## config.mk

```make
export PLATFORM = sky130hd
export DESIGN_NAME = sar_read_ctrl
export DESIGN_NICKNAME = d
export VERILOG_FILES = /design/src/rtl/sar_read_pkg.sv /design/src/rtl/phase_timer.sv /design/src/rtl/ser_capture.sv /design/src/rtl/sar_read_ctrl.sv
export SDC_FILE = /design/constraint.sdc
export NUM_CORES = 1
export LEC_CHECK = 0
export BUFFER_PORTS_ARGS = -buffer_cell sky130_fd_sc_hd__buf_4
export CAP_MARGIN = 5
export CORE_UTILIZATION = 55
export CTS_CLUSTER_DIAMETER = 60
export DETAILED_ROUTE_END_ITERATION = 16
export GPL_TIMING_DRIVEN = 0
export PLACE_DENSITY = 0.76
export SLEW_MARGIN = 10
export SYNTH_ARGS = -nofsm -noshare
export SYNTH_HDL_FRONTEND = slang
export SYNTH_SLANG_ARGS = --single-unit
```

## constraint.sdc

```tcl
create_clock -name clk -period 5.9 [get_ports clk]
set_input_delay 0.295 -clock clk [delete_from_list [all_inputs] [get_ports clk]]
set_output_delay 0.295 -clock clk [all_outputs]
set_load 0.1 [all_outputs]
```

## src/rtl/sar_read_pkg.sv

```systemverilog
package sar_read_pkg;
    typedef enum logic [2:0] {
        ST_IDLE,
        ST_CONVERT,
        ST_LEAD,
        ST_SHIFT,
        ST_QUIET
    } rd_state_t;
endpackage

```

## src/rtl/phase_timer.sv

```systemverilog
module phase_timer #(
    parameter int W = 8
) (
    input  logic         clk,
    input  logic         rst_n,
    input  logic         clear,
    output logic [W-1:0] count
);
    always_ff @(posedge clk or negedge rst_n) begin
        if (!rst_n)     count <= '0;
        else if (clear) count <= '0;
        else            count <= count + 1'b1;
    end
endmodule

```

## src/rtl/ser_capture.sv

```systemverilog
module ser_capture #(
    parameter int W = 14
) (
    input  logic         clk,
    input  logic         rst_n,
    input  logic         shift_en,
    input  logic         din,
    output logic [W-1:0] word
);
    always_ff @(posedge clk or negedge rst_n) begin
        if (!rst_n)        word <= '0;
        else if (shift_en) word <= {word[W-2:0], din};
    end
endmodule

```

## src/rtl/sar_read_ctrl.sv

```systemverilog
module sar_read_ctrl
    import sar_read_pkg::*;
#(
    parameter int DATA_W           = 14,
    parameter int TCONV_MAX_CYCLES = 40,
    parameter int SCK_HALF_CYCLES  = 2,
    parameter int TQUIET_CYCLES    = 4
) (
    input  logic              clk,
    input  logic              rst_n,
    input  logic              start,
    input  logic              adc_dout,
    output logic              cnv,
    output logic              sck,
    output logic [DATA_W-1:0] result,
    output logic              result_valid
);
    localparam int TMAX = (TCONV_MAX_CYCLES > SCK_HALF_CYCLES) ?
                          ((TCONV_MAX_CYCLES > TQUIET_CYCLES) ? TCONV_MAX_CYCLES : TQUIET_CYCLES) :
                          ((SCK_HALF_CYCLES > TQUIET_CYCLES) ? SCK_HALF_CYCLES : TQUIET_CYCLES);
    localparam int TW   = $clog2(TMAX + 1);
    localparam int BW   = $clog2(DATA_W);
    localparam logic [TW-1:0] T_CONV_END  = TW'(TCONV_MAX_CYCLES - 1);
    localparam logic [TW-1:0] T_HALF_END  = TW'(SCK_HALF_CYCLES - 1);
    localparam logic [TW-1:0] T_QUIET_END = TW'(TQUIET_CYCLES - 1);
    localparam logic [BW-1:0] LAST_BIT    = BW'(DATA_W - 2);

    rd_state_t         state_q, state_d;
    logic [TW-1:0]     tmr;
    logic              tmr_clear;
    logic              sck_hi_q, sck_hi_d;
    logic [BW-1:0]     bits_q, bits_d;
    logic              sample_en, last_sample;
    logic [DATA_W-1:0] cap_word;

    phase_timer #(.W(TW)) u_timer (
        .clk(clk), .rst_n(rst_n), .clear(tmr_clear), .count(tmr)
    );

    ser_capture #(.W(DATA_W)) u_capture (
        .clk(clk), .rst_n(rst_n), .shift_en(sample_en), .din(adc_dout), .word(cap_word)
    );

    // next state and sequencing
    always_comb begin
        state_d     = state_q;
        tmr_clear   = 1'b0;
        sck_hi_d    = sck_hi_q;
        bits_d      = bits_q;
        sample_en   = 1'b0;
        last_sample = 1'b0;
        unique case (state_q)
            ST_IDLE: begin
                tmr_clear = 1'b1;
                if (start) state_d = ST_CONVERT;
            end
            ST_CONVERT: begin
                if (tmr == T_CONV_END) begin
                    state_d   = ST_LEAD;
                    tmr_clear = 1'b1;
                end
            end
            ST_LEAD: begin
                if (tmr == T_HALF_END) begin
                    state_d   = ST_SHIFT;
                    tmr_clear = 1'b1;
                    sample_en = 1'b1;
                    sck_hi_d  = 1'b1;
                    bits_d    = '0;
                end
            end
            ST_SHIFT: begin
                if (tmr == T_HALF_END) begin
                    tmr_clear = 1'b1;
                    sck_hi_d  = ~sck_hi_q;
                    if (!sck_hi_q) begin
                        sample_en = 1'b1;
                        if (bits_q == LAST_BIT) begin
                            last_sample = 1'b1;
                            state_d     = ST_QUIET;
                        end else begin
                            bits_d = bits_q + 1'b1;
                        end
                    end
                end
            end
            ST_QUIET: begin
                if (tmr == T_QUIET_END) begin
                    state_d   = ST_IDLE;
                    tmr_clear = 1'b1;
                end
            end
            default: state_d = ST_IDLE;
        endcase
    end

    // state register
    always_ff @(posedge clk or negedge rst_n) begin
        if (!rst_n) begin
            state_q      <= ST_IDLE;
            sck_hi_q     <= 1'b0;
            bits_q       <= '0;
            result       <= '0;
            result_valid <= 1'b0;
        end else begin
            state_q      <= state_d;
            sck_hi_q     <= sck_hi_d;
            bits_q       <= bits_d;
            result_valid <= last_sample;
            if (last_sample) result <= {cap_word[DATA_W-2:0], adc_dout};
        end
    end

    // outputs
    always_comb begin
        cnv = 1'b0;
        sck = 1'b0;
        unique case (state_q)
            ST_CONVERT: cnv = 1'b1;
            ST_SHIFT:   sck = sck_hi_q;
            default: begin
                cnv = 1'b0;
                sck = 1'b0;
            end
        endcase
    end

    // checking counters
    logic [15:0] cnv_run;
    logic [7:0]  sck_rises;
    logic        sck_prev;
    always_ff @(posedge clk or negedge rst_n) begin
        if (!rst_n) begin
            cnv_run   <= '0;
            sck_rises <= '0;
            sck_prev  <= 1'b0;
        end else begin
            sck_prev  <= sck;
            cnv_run   <= cnv ? cnv_run + 1'b1 : '0;
            if (cnv)                  sck_rises <= '0;
            else if (sck && !sck_prev) sck_rises <= sck_rises + 1'b1;
        end
    end

    AST_CNV_WIDTH: assert property (@(posedge clk) disable iff (!rst_n)
        $fell(cnv) |-> cnv_run == 16'(TCONV_MAX_CYCLES));
    AST_SCK_LOW_CONV: assert property (@(posedge clk) disable iff (!rst_n)
        cnv |-> !sck);
    AST_SCK_COUNT: assert property (@(posedge clk) disable iff (!rst_n)
        result_valid |-> sck_rises == 8'(DATA_W - 1));
    AST_VALID_PULSE: assert property (@(posedge clk) disable iff (!rst_n)
        result_valid |=> !result_valid);
    AST_START_FROM_IDLE: assert property (@(posedge clk) disable iff (!rst_n)
        $rose(cnv) |-> $past(state_q) == ST_IDLE);
endmodule

```

==> out/metrics.csv <==
metric,value,unit
Congestion Overflow GR,0,
RSZ-0062 raised after global routing,no,
met3 Track Usage GR,4.59,%
startpoint types,flop,
Slew headroom,49.0,%
largest net degree at the start of global routing,43,
CTS buffer count,5,
ys async rst share,100,%
ant diodes,0,
nets@finish,174,
worst slew pin tran,0.760,ns
clock skew,0.0125,ns
fraction of layout cells with a size suffix above 1,35.3,%
multi-input logic area,709,um^2
number of synthesized flops with an enable pin,0,
"Setup violations, final",0,
R2R Path End,result[10]$_DFFE_PN0P_,
Mean Syn Cell Area,13.1,um^2
Total Die Area,3520,um^2
Remaining DRCs,0,
number of distinct library cells after synthesis,32,
IO Pins,21,
#FFs+latches synth,42,
YS warnings,0,
vias in the first global route,1234,
syn nets,146,
filler cell count,247,
hold_sp,adc_dout,
chip width,59.3,um
achievable frequency,0.432,GHz
initial antenna violation count,0,
CP max stage cell,or4_4,
fin util,68.1,%
die height,59.3,um
starting density of the core,58.7,%
cell taking the most area after synthesis,dfrtp_1,
Finished Layout Cells,211,
GR Util met2,36.0,%
Max stage delay on crit path,0.60,ns
post-route minimum period,2.32,ns
DR pass1 iterations,4,
Placed Cells,202,
status,"complete, no violations",
Worst setup EP type,flop,
total power draw,475,uW
routed vias/inst,5.48,
Vias,1157,
"Req. time, crit path",6.13,ns
Synth Flop Type,dfrtp_1,
setup_tns,0,ns
Clock Latency Late Sink,0.35,ns
Max Buffers Root-to-Sink,2,
first-pass GRT wire length,5.43,mm
Max-Cap Viols,0,
Final Max Tran Viols,0,
critical path class,flop to flop,
Hold Path Class,input pin to flop,
Placer Congestion,0.837,
worst r2r path cells,4,
CTS sink count,42,
core area,3080,um^2
Layout area overhead,16.1,%
Worst-path clk slew,0.12,ns
# rows,20,
Post-Synthesis Cells,138,
"Seq/Total Area, Yosys",58.2,%
CP Cell Sequence,or4_4 > nor4_4 > buf_6 > mux2_2,
DPL Wire Length,2.13,mm
Post-DRT Antenna Nets,0,
FF/Latch Area,1050,um^2
Fin. Hold Viols,0,
drt wl/cell,14.8,um
most frequent cell after synthesis,dfrtp_1,
critical path arrival,2.55,ns
cell count of the worst hold path,2,
CTS tree,yes,
Leak Pwr,0.00106,uW
Commonest cells post-synth,"42 x dfrtp_1, 27 x mux2_2, 7 x inv_1, 7 x o21ai_0, 6 x nor3_1",
Total Routed Length,3.12,mm
hold-critical path endpoint,result[0]$_DFFE_PN0P_,
CTS root buf,clkbuf_4,
GR peak layer,met2,
drt initial violations,66,
post-synth top area share,58.2,%
CP max FO,10,
CTS H-tree lvls,2,
Fin Hold WS,0.194,ns
Tcrit/Tclk final,39.3,%
Total GRT Usage,20.9,%
ranking of synthesized cells by area,"dfrtp_1 58%, mux2_2 17%, ha_1 2.8%",
r2r setup slk,3.58,ns
Max VDD drop,0.000160,V
P per Cell Area,227,nW/um^2
mapped cell area,1810,um^2
reg2reg start,u_timer.count[3]$_DFF_PN0_,
M1 GR Usage,25.2,%
input/output buffers,20,
==> metal layers <==
layer / share of wire, % / vias to the layer above
li1: - / 553
met1: 44 / 573
met2: 51 / 27
met3: 3.8 / 4
met4: 1.4 / 0
met5: 0 / -
==> sequential cells by signal (all words and copies together), names as in the netlist <==
register	count
result	14
sck_hi_q	1
state_q	3
u_capture.word	13
bits_q	4
u_timer.count	6
result_valid	1
==> final cells by class <==
cell class,instances,share of cell area (%)
Clock inverter,1,1.43
Multi-Input combinational cell,86,33.8
Timing Repair Buffer,21,7.64
Buffer,3,0.955
Clock buffer,7,2.15
Sequential cell,42,50.1
Inverter,7,1.25
Tap cell,44,2.63
==> timing repair <==
action,in CTS,in global routing
hold buffers,1,0
gates resized for setup,0,0
setup buffers,0,0
hold endpoints to repair,42,0
==> cell usage in the layout, fill, tap and decap left out, drive strengths merged, types with 3 or more instances in the layout <==
master	instances
dfrtp	42
mux2	27
buf	22
clkbuf	8
inv	7
o21ai	7
nor3	6
nand2	5
nand3	5
nor2	4
ha	4
and3	3
nor4	3
==> power by group <==
part,leakage [uW],switching (uW),internal (uW)
clock,0.0000395,87.1,89.9
sequential,0.000562,0.700,289
combinational,0.000456,5.75,2.71
total,0.00106,93.6,381
==> cell families after synthesis <==
group                      share of synthesized area [%]
DFF                                                 58.2
AOI/OAI and AO/OA                                   5.82
buffers and inverters                               2.56
xor gates and xnor gates                            1.94
adders and majority gates                           2.77
muxes                                               16.8
and+or+nand+nor                                     11.9
==> stage by stage <==
step           worst slack, ns  cell area, um^2
6_report                  3.58             2100
5_1_grt                   3.48             2100
4_1_cts                   3.57             2100
3_5_place_dp              3.61             2010
3_3_place_gp              3.63             2010
2_1_floorplan             3.62             1810
==> worst max-delay path by stage <==
stage	cells after the start	slack [ns]	start	to
floorplan	2	3.62	state_q[2]$_DFFE_PN0P_	sck
global placement	4	3.63	u_timer.count[3]$_DFF_PN0_	result[10]$_DFFE_PN0P_
detailed placement	4	3.61	u_timer.count[3]$_DFF_PN0_	result[12]$_DFFE_PN0P_
CTS	4	3.57	u_timer.count[3]$_DFF_PN0_	result[8]$_DFFE_PN0P_
global route	4	3.48	u_timer.count[3]$_DFF_PN0_	result[7]$_DFFE_PN0P_
finish	4	3.58	u_timer.count[3]$_DFF_PN0_	result[10]$_DFFE_PN0P_
==> worst max-delay path: cells and delay by family (launching register included) <==
kind | cells | cell delay [ns]
flip-flops | 1 | 0.48
AND/OR/NAND/NOR | 2 | 1.15
buffers and inverters | 1 | 0.23
multiplexers | 1 | 0.34
Note: power is estimated with default switching activity, not from simulation.
